`src/rtl/pix_evt_seq.sv`:
```
module pix_evt_seq #(
  parameter int NSLOT     = 4,
  parameter int TS_W      = 12,
  parameter int EC_W      = 5,
  parameter int TRK_DLY   = 15,
  parameter int HOLD_DLY  = 100,
  parameter int READY_DLY = 120,
  parameter int RNG_WIN   = 10
) (
  input  logic                  clk,
  input  logic                  rst_n,
  input  logic                  bx_strobe,
  input  logic                  train_start,
  input  logic                  train_end,
  input  logic                  evt_disc,
  input  logic                  rng_disc,
  output logic                  trk_o,
  output logic                  hg_rst_o,
  output logic                  lg_rst_o,
  output logic                  busy_o,
  output logic                  ovf_o,
  output logic [TS_W-1:0]       bx_count_o,
  output logic [NSLOT-1:0]      slot_valid_o,
  output logic [NSLOT-1:0]      slot_rng_o,
  output logic [NSLOT*TS_W-1:0] slot_ts_o,
  output logic [NSLOT*EC_W-1:0] slot_ev_o
);

  localparam int PTR_W = $clog2(NSLOT + 1);
  localparam int TMR_W = $clog2(READY_DLY + 2);
  localparam logic [PTR_W-1:0] FULL   = PTR_W'(NSLOT);
  localparam logic [TMR_W-1:0] T_TRK  = TMR_W'(TRK_DLY);
  localparam logic [TMR_W-1:0] T_HOLD = TMR_W'(HOLD_DLY - 1);
  localparam logic [TMR_W-1:0] T_RDY  = TMR_W'(READY_DLY - 1);
  localparam logic [TMR_W-1:0] T_RNG  = TMR_W'(RNG_WIN);

  typedef enum logic [1:0] {S_IDLE, S_TRACK, S_WAIT, S_RECOV} st_t;

  st_t              st;
  logic [TMR_W-1:0] tmr;
  logic [PTR_W-1:0] fill, cur;
  logic [TS_W-1:0]  bx_cnt;
  logic [EC_W-1:0]  evcnt, ev_next;
  logic             evt_q, armed, ovf_q, hg_rst_q, lg_rst_q;
  logic             rise, accept, drop_full, rng_open;

  assign rise      = evt_disc & ~evt_q;
  assign accept    = rise & armed & ~train_start & (st == S_IDLE) & (fill != FULL);
  assign drop_full = rise & armed & ~train_start & (st == S_IDLE) & (fill == FULL);
  assign rng_open  = (st == S_TRACK) && (tmr < T_RNG);
  assign ev_next   = (evcnt == '1) ? evcnt : evcnt + 1'b1;

  assign trk_o      = (st == S_TRACK) && (tmr >= T_TRK);
  assign busy_o     = (st != S_IDLE);
  assign hg_rst_o   = hg_rst_q;
  assign lg_rst_o   = lg_rst_q;
  assign ovf_o      = ovf_q;
  assign bx_count_o = bx_cnt;

  always_ff @(posedge clk or negedge rst_n) begin
    if (!rst_n) begin
      evt_q  <= 1'b0;
      armed  <= 1'b0;
      bx_cnt <= '0;
      evcnt  <= '0;
      fill   <= '0;
      cur    <= '0;
      ovf_q  <= 1'b0;
    end else begin
      evt_q <= evt_disc;
      if (train_start) begin
        armed  <= 1'b1;
        bx_cnt <= '0;
        evcnt  <= '0;
        fill   <= '0;
        ovf_q  <= 1'b0;
      end else begin
        if (train_end) armed <= 1'b0;
        if (armed && bx_strobe && bx_cnt != '1) bx_cnt <= bx_cnt + 1'b1;
        if (armed && rise) evcnt <= ev_next;
        if (accept) begin
          fill <= fill + 1'b1;
          cur  <= fill;
        end
        if (drop_full) ovf_q <= 1'b1;
      end
    end
  end

  always_ff @(posedge clk or negedge rst_n) begin
    if (!rst_n) begin
      st       <= S_IDLE;
      tmr      <= '0;
      hg_rst_q <= 1'b0;
      lg_rst_q <= 1'b1;
    end else begin
      hg_rst_q <= bx_strobe & ((st == S_IDLE) | (st == S_WAIT));
      lg_rst_q <= bx_strobe & (st == S_WAIT);
      if (st == S_IDLE) tmr <= '0;
      else if (tmr != '1) tmr <= tmr + 1'b1;
      case (st)
        S_IDLE:  if (accept) st <= S_TRACK;
        S_TRACK: if (tmr == T_HOLD) st <= S_WAIT;
        S_WAIT:  if (bx_strobe) st <= S_RECOV;
        default: if (tmr >= T_RDY) st <= S_IDLE;
      endcase
    end
  end

  for (genvar i = 0; i < NSLOT; i++) begin : g_slot
    logic            vld, rng;
    logic [TS_W-1:0] ts;
    logic [EC_W-1:0] ev;
    always_ff @(posedge clk or negedge rst_n) begin
      if (!rst_n) begin
        vld <= 1'b0;
        rng <= 1'b0;
        ts  <= '0;
        ev  <= '0;
      end else if (train_start) begin
        vld <= 1'b0;
        rng <= 1'b0;
        ts  <= '0;
        ev  <= '0;
      end else if (accept && fill == PTR_W'(i)) begin
        vld <= 1'b1;
        rng <= rng_disc;
        ts  <= bx_cnt;
        ev  <= ev_next;
      end else if (rng_open && cur == PTR_W'(i) && rng_disc) begin
        rng <= 1'b1;
      end
    end
    assign slot_valid_o[i]            = vld;
    assign slot_rng_o[i]              = rng;
    assign slot_ts_o[i*TS_W +: TS_W]  = ts;
    assign slot_ev_o[i*EC_W +: EC_W]  = ev;
  end

  // track only inside a running hit
  a_r6_track_in_hit: assert property (@(posedge clk) disable iff (!rst_n)
    trk_o |-> busy_o);

  // no high-gain reset in the middle of tracking
  a_r8_no_hg_in_track: assert property (@(posedge clk) disable iff (!rst_n)
    (st == S_TRACK && tmr != '0) |-> !hg_rst_q);

  // low-gain reset only rises as recovery begins
  a_r7_lg_on_recover: assert property (@(posedge clk) disable iff (!rst_n)
    $rose(lg_rst_q) |-> st == S_RECOV);

  // overflow is sticky
  a_r11_ovf_sticky: assert property (@(posedge clk) disable iff (!rst_n)
    (ovf_q && !train_start) |=> ovf_q);

  // the crossing counter stops at its maximum
  a_r2_no_wrap: assert property (@(posedge clk) disable iff (!rst_n)
    (bx_cnt == '1 && !train_start) |=> bx_cnt == '1);

  // slots are only added within a train
  a_r3_fill_grows: assert property (@(posedge clk) disable iff (!rst_n)
    !train_start |=> fill >= $past(fill));

  // tracking timer is never restarted
  a_r10_no_restart: assert property (@(posedge clk) disable iff (!rst_n)
    (st == S_TRACK) |=> tmr == $past(tmr) + TMR_W'(1));

endmodule

```
`config.mk`:
```
export PLATFORM = sky130hd
export DESIGN_NAME = pix_evt_seq
export DESIGN_NICKNAME = d
export VERILOG_FILES = /design/src/rtl/pix_evt_seq.sv
export SDC_FILE = /design/constraint.sdc
export NUM_CORES = 1
export LEC_CHECK = 0
export CAP_MARGIN = 20
export CORE_MARGIN = 2
export CORE_UTILIZATION = 53
export DETAILED_ROUTE_END_ITERATION = 8
export GPL_ROUTABILITY_DRIVEN = 0
export HOLD_SLACK_MARGIN = 0.12
export MAX_ROUTING_LAYER = met4
export PLACE_DENSITY = 0.81
export SYNTH_ARGS = -nofsm -noshare
export SYNTH_HDL_FRONTEND = slang
export SYNTH_SLANG_ARGS = --single-unit
```
`constraint.sdc`:
```
create_clock -name clk -period 2.8 [get_ports clk]
set_input_delay 0.56 -clock clk [delete_from_list [all_inputs] [get_ports clk]]
set_output_delay 0.56 -clock clk [all_outputs]
set_load 0.01 [all_outputs]
```
==> results of run 1 <==
==> cell families after synthesis <==
family | after synthesis | share of synthesized area (%)
adders and majority gates | 11 | 2.66
xor gates and xnor gates | 7 | 1.18
AOI/OAI and AO/OA | 117 | 13.8
and+or+nand+nor | 229 | 21.0
muxes | 8 | 1.59
DFF | 113 | 54.6
buffers and inverters | 55 | 5.17
==> routing by layer <==
layer / vias up / GRT usage, % / share of wire, %
met2: 225 / 44.7 / 49
li1: 2039 / - / -
met5: - / - / 0
met3: 36 / 6.51 / 6.5
met1: 2246 / 37.8 / 42
met4: 0 / 11.0 / 2.4
==> final timing paths <==
| path | from | to | slack, ns | cells after the start |
|---|---|---|---|---|
| max | st[0]$_DFFE_PN0P_ | busy_o | 0.31 | 5 |
| min | train_start | evcnt[0]$_DFFE_PN0P_ | 0.39 | 2 |
| max reg2reg | bx_count_o[1]$_DFFE_PN0P_ | bx_count_o[8]$_DFFE_PN0P_ | 0.69 | 5 |
| min reg2reg | g_slot[1].vld$_DFFE_PN0P_ | g_slot[1].vld$_DFFE_PN0P_ | 0.48 | 1 |
| max in group asynchronous | rst_n | lg_rst_o$_DFF_PN1_ | 1.47 | 3 |
| min in group asynchronous | rst_n | g_slot[0].ts[0]$_DFFE_PN0P_ | 0.56 | 2 |
==> area by class of cell <==
cell class	instances	area (um^2)	area share (%)
flip-flops and latches	113	2830	41.5
multi-input cells	372	2090	30.6
repair buffers	117	1140	16.7
clock buffers	22	463	6.80
well taps	133	166	2.44
clock inverters	7	85.1	1.25
inverters	12	45.0	0.661
==> power by group <==
part	internal, mW	switching (mW)
clock network	1.31	0.709
registers	1.64	0.00951
logic	0.0335	0.0874
total	2.99	0.806
==> registers in the layout, summed over array words and instances (netlist names), 3 cells and up <==
register	count
bx_count_o	12
cur	3
evcnt	5
fill	3
g_slot.ev	20
g_slot.rng	4
g_slot.ts	48
g_slot.vld	4
tmr	7
==> synth_stat cells, drive strengths merged, types with 8 or more instances <==
master	instances
a21oi	47
ha	11
nor3	8
nor2	24
inv	11
o21ai	30
dfrtp	112
buf	26
clkbuf	17
nand3	23
nand2	132
==> critical path: stages (launching register included) <==
cell,delay (ns)
sky130_fd_sc_hd__dfrtp_1,0.34
sky130_fd_sc_hd__inv_1,0.08
sky130_fd_sc_hd__ha_1,0.23
sky130_fd_sc_hd__buf_4,0.18
sky130_fd_sc_hd__inv_1,0.06
sky130_fd_sc_hd__clkdlybuf4s50_1,0.52
==> what timing repair did <==
action                     CTS  global route
setup endpoints to repair    0             1
gates resized for setup      0             2
hold buffers                 1             0
hold endpoints to repair    35             0
==> results.txt, run 1 <==
STA classifies the critical path startpoint as a flop. The minimum setup slack in the final design came out at 0.309 ns. The achievable clock frequency came out at between 400 and 500 MHz.

The final standard cell count with taps included and fillers excluded came out at ~780. The die footprint came out at around 0.011 mm^2. The synthesized design spends more area on one cell type than any other, namely sky130_fd_sc_hd__dfrtp_1. The clock latency of the later-clocked register in the worst-skew pair came out at between 0.5 and 0.6 ns. The worst-case vdd ir drop is between 0.4 and 0.5 mV. The count of synthesis-stage warnings from yosys came out at 0. The top flip-flop cell by instance count after synthesis is sky130_fd_sc_hd__dfrtp_1.

The most common cell after layout, fill and taps aside is sky130_fd_sc_hd__nand2_1. The post-synthesis cell area is approximately 0.0052 mm^2. The time the final worst path needs with I/O delays and setup is between 2 and 2.5 ns. The flow ran to the end, and the final reports show no timing, DRC or antenna violations. The fraction of final layout cells with drive strength greater than 1 came out at between 10% and 20%. No sink is reached through more buffers than the 2 on the longest clock path. Synthesis handed over a netlist of between 500 and 600 instances. The number of nets in the synthesized netlist is approximately 560. The HPWL after detailed placement is about 9100 um.

The clock-pin slew of the registers on the worst-case setup and hold paths came out at roughly 0.060 ns. In this run the worst hold path is classified as input pin to flop. Once the floorplan was initialized, standard cells occupied between 50% and 60% of the core. The routed design has between 10000 and 15000 um of wire.

The critical path in this run is classified as flop to output pin. The endpoint required time on the critical path is around 2.2 ns. For this design the static power due to leakage is 2.98 nW. The final hold violation count came out at 0. Setup violations remaining at the end of the flow were counted as 0. The post-detailed-placement cell area is approximately 0.0062 mm^2. The proportion of synthesized chip area in sequential cells came out at 54.6%.

A synthesized cell averages 9.59 um^2. The pre-CTS setup slack came out at about 0.31 ns. The die extent in y is around 100 um. The worst setup path is captured at an output pin. The antenna diode count came out at 0. Yosys attributes the largest share of cell area to sky130_fd_sc_hd__dfrtp_1 54%, sky130_fd_sc_hd__nand2_1 9.6%, sky130_fd_sc_hd__a21oi_1 4.5%.

Across the routed clock network, the largest skew measured is between 0.006 and 0.007 ns. The average detailed-routed wire length per instance is 18.2 um. The number of standard-cell rows in the floorplan came out at 36. The first TritonRoute pass finished after 5 iterations.

The initial antenna violation count is 0. The number of vias per cell is slightly below 6. The count of filler cells inserted in the layout came out at between 700 and 800. The violation count after the first detailed-routing iteration came out at 325.

The worst slew margin relative to its limit came out at about three fifths. The number of remaining DRC errors is 0. For this run, the post-layout net count is 651. The clock net in this run drives a total of approximately 110 sinks. The ratio of final minimum period to clock period is 89.0%.

The CTS tree is yes. The final cell utilization of the core is 70.7%. Total power for the finished layout comes to 3.79 mW. The number of buffers added for setup after CTS came out at 0. The smallest hold slack came out at 0.395 ns. Setup repair after global routing left no endpoint under its margin. The core box area is ~0.0096 mm^2. The total non-filler cell area in the finished layout came out at 0.00681 mm^2. The via count of the first global-routing pass came out at roughly 4400. The cell at the root of the clock tree is sky130_fd_sc_hd__clkbuf_8. The total of max-cap violations is 0. The maximum number of pins on one net before global-route repair is between 50 and 60. The via count came out at 4546. For the worst setup path, the data arrival time is just under 2 ns.

The total negative slack for setup checks came out at 0 ns. The number of unique standard cell types used by synthesis is 58. At the pin with the least slew margin, the transition time is around 0.6 ns. The number of placed cells counting well taps came out at approximately 750.

The detail route stage leaves a number of antenna-violating nets equal to 0. Dividing total power by cell area gives a power density of about 560 mW/mm^2. The overall overflow remaining after global route came out at 0.

The first-pass GRT wire length is 22600 um. The max-slew violation total from the final report came out at 0. In this run the worst path has a maximum fanout of 12.

The async set-or-reset flop fraction in the synthesized netlist is 100%. Relative to the synthesized area, the layout overhead comes to 31.5%. Buffers placed on the I/O ports in this run total around 100. The floorplan step set the die width to 103 um. The synthesized design contains 113 register bits. During I/O placement, the number of pins put on the boundary was 100.

The total global-route track usage came out at a little under 30%. In the layout the commonest cells are 132 x sky130_fd_sc_hd__nand2_1, 112 x sky130_fd_sc_hd__dfrtp_1, 96 x sky130_fd_sc_hd__clkdlybuf4s50_1. The number of enable flip-flop cells after synthesis is 0.

The number of buffers created by CTS came out at 17. The count of H-tree levels built during CTS came out at 4. The top-area cell type share of the netlist area is a little over half.
(Power assumes the default switching activity.)
==> run 2: changes to the inputs <==
Settings changed: SLEW_MARGIN set to 20.
==> results of run 2 <==
The final DEF is identical to that of run 1; final timing and power are the same.
==> run 3: changes to the inputs <==
Settings changed: CELL_PAD_IN_SITES_DETAIL_PLACEMENT set to 0, CELL_PAD_IN_SITES_GLOBAL_PLACEMENT set to 2, CORE_UTILIZATION 53 to 34, PLACE_DENSITY 0.81 to not set, PLACE_DENSITY_LB_ADDON set to 0.1.
==> run 3 against run 2 <==
Compared with the run above: sequential share of layout area shrank 0.83 points; core utilization shrank 24 points; worst hold slack lost 0.26 ns; sequential power is essentially flat; critical path type unchanged.
==> results.txt, run 3 (synthesis gave the netlist of run 1 again) <==
The run finished with clean final reports. The worst setup path is of the flop to output pin kind. The total global-route track usage came to 19.3% (-9.7 points). STA classifies the critical path endpoint as an output pin. The power density of the placed cells is 570 mW/mm^2 (+2.3%). The die footprint came out at 0.0162 mm^2 (+53%).

The worst-case vdd ir drop is 0.551 mV (+34%). The count of H-tree levels built during CTS is 4 (unchanged). The number of nets in the layout is 654 (+0.46%). The endpoint identified for the worst register-to-register timing path is g_slot[0].ts[11]$_DFFE_PN0P_.

TritonCTS built the clock tree. The first-pass GRT wire length is 23200 um (+3.0%). The number of placed cells counting well taps came out at 805 (+7.9%).

The endpoint required time on the critical path is 2.24 ns (about the same). The overall overflow remaining after global route is 0 (unchanged). The clock latency of the later-clocked register in the worst-skew pair is 0.41 ns (-0.10 ns).

The worst reg2reg path depth is 6 (+1). The total detailed-routing wirelength came out at 14500 um (+2.7%). The area of combinational cells with multiple inputs came out at 0.00208 mm^2 (-0.12%).

Setup repair after global routing left no endpoint under its margin. The HPWL after detailed placement is 9760 um (+6.9%). The critical path launch point type is a flop. The via count came out at 4274 (-6.0%).

The clock net sink count was 113 (unchanged). The leakage power summed over all cells is 3.02 nW (+1.4%). The fraction of final layout cells with drive strength greater than 1 came to 10.6% (+0.54 points). The maximum number of pins on one net before global-route repair came out at 44 (-24%). The data arrival time of the critical path came to 2.02 ns (+0.09 ns). The initial antenna violation count came out at 0 (unchanged).

The maximum fanout along the worst path was 5 (-7). The total negative slack for setup checks is 0 ns (unchanged). The number of vias per cell is 5.11 (-13%). The worst slew margin relative to its limit is 46.8% (-12 points). The smallest hold slack came out at 0.134 ns (-0.261 ns). The total of hold buffers inserted after clock tree synthesis came to 0 (-1). The antenna diode count is 0 (unchanged). The setup skew after layout is 0.00651 ns (+0.000225 ns). Leaving out fill and tap cells, the most frequent cell in the layout is sky130_fd_sc_hd__nand2_1. The final hold violation count is 0 (unchanged). The top cell types in the final layout, fill and taps aside, are 132 x sky130_fd_sc_hd__nand2_1, 112 x sky130_fd_sc_hd__dfrtp_1, 97 x sky130_fd_sc_hd__clkdlybuf4s50_1. The number of failing setup endpoints in the final timing report is 0 (unchanged). The total of max-cap violations is 0 (unchanged). The classification of the worst-slack hold path is input pin to async pin. The tree is rooted in a sky130_fd_sc_hd__clkbuf_16. The final standard cell count with taps included and fillers excluded came out at 836 (+7.7%). The number of buffers inserted by port buffering came to 99 (unchanged). The worst-case clock buffer depth is 2 (unchanged).

The transition at the pin with the smallest max-transition slack is 0.794 ns (+0.183 ns). The register area came out at 0.00283 mm^2 (unchanged). The max-slew violation total from the final report came out at 0 (unchanged). The violation count after the first detailed-routing iteration is 280 (-14%).

The count of cells resized by post-cts repair came out at 0 (unchanged). Compared with the post-synthesis result, the final layout area differs by 34.1%. The flip-flop count of the largest register after layout came out at 48 (unchanged).

The number of buffers added for setup after CTS came out at 0 (unchanged). The ratio of final minimum period to clock period is 92.0% (+3.1 points). g_slot.ts holds more flip-flops than any other register.

The number of remaining DRC errors came out at 0 (unchanged). The top-level port count is 100 (unchanged). The die extent in y is 127 um (+24%). The width of the die came out at 127 um (+24%). The achievable clock frequency is 388 MHz (-3.3%). The total non-filler cell area in the finished layout came out at 0.00695 mm^2 (+2.0%). The count of filler cells inserted in the layout came out at 1422 (+99%). The startpoint of the lowest-slack register-to-register path is st[0]$_DFFE_PN0P_. The number of standard-cell rows in the floorplan came out at 45 (+25%). The time the final worst path needs with I/O delays and setup was 2.58 ns (+0.0857 ns). The via count of the first global-routing pass came out at 4093 (-7.1%). The first-pass detailed-route iteration total is 4 (-1). The count of antenna-violating nets left after detailed routing came out at 0 (unchanged).

The average detailed-routed wire length per instance is 17.4 um (-4.7%). The clock-pin slew of the registers on the worst-case setup and hold paths came to 0.05 ns (about the same). The post-detailed-placement cell area was 0.00635 mm^2 (+1.6%).

The setup slack of the worst register-to-register path came out at 0.81 ns (+0.12 ns). The core box area came out at 0.0150 mm^2 (+56%). The number of buffers created by CTS is 17 (unchanged).

The effective utilization at floorplan was 34.5% (-19 points).
==> run 3: per-stage QoR <==
step	total power, mW	setup WS, ns	util (%)
floorplan	1.72	1.04	-
global placement	1.80	0.376	42.2
detailed placement	1.81	0.338	42.2
CTS	4.01	0.192	46.2
global route	4.11	0.0812	46.2
finish	3.96	0.223	46.2
==> run 3: area by class of cell <==
class	instances	share of cell area, %
Tap cell	188	3.38
Sequential cell	113	40.7
Clock inverter	4	1.01
Multi-Input combinational cell	372	30.0
Timing Repair Buffer	120	16.6
Clock buffer	27	7.67
Inverter	12	0.648
==> run 3: worst max-delay path: stages (launching register included) <==
cell and delay, ns:
sky130_fd_sc_hd__dfrtp_1 0.40, sky130_fd_sc_hd__ha_1 0.24, sky130_fd_sc_hd__nand2_1 0.12, sky130_fd_sc_hd__nand2_1 0.08, sky130_fd_sc_hd__nand2_1 0.05, sky130_fd_sc_hd__a21oi_1 0.17, sky130_fd_sc_hd__clkdlybuf4s50_1 0.55
==> run 3: how the worst max path moves through the flow <==
stage               depth (start not counted)                          to                       from  slack (ns)
floorplan                                   5   bx_count_o[8]$_DFFE_PN0P_  bx_count_o[0]$_DFFE_PN0P_        1.04
global placement                            5  bx_count_o[11]$_DFFE_PN0P_                  bx_strobe        0.38
detailed placement                          5  bx_count_o[11]$_DFFE_PN0P_                  bx_strobe        0.34
CTS                                         6                       trk_o         tmr[0]$_DFFE_PN0P_        0.19
global route                                6                       trk_o         tmr[1]$_DFFE_PN0P_        0.08
finish                                      6                       trk_o         tmr[0]$_DFFE_PN0P_        0.22
==> run 3: report_power, final <==
group | leakage, nW | internal (mW) | switching, mW
clock network | 0.299 | 1.47 | 0.718
registers | 1.54 | 1.64 | 0.0104
logic | 1.18 | 0.0332 | 0.0883
==> run 3: routing by layer <==
metal  share of wire, %  global-route usage, %  up-vias
met5                  0                      -        -
met3                4.7                   4.40        8
met4               0.70                   5.62        0
met2                 46                   28.4      115
met1                 49                   26.9     2103
li1                   -                      -     2048
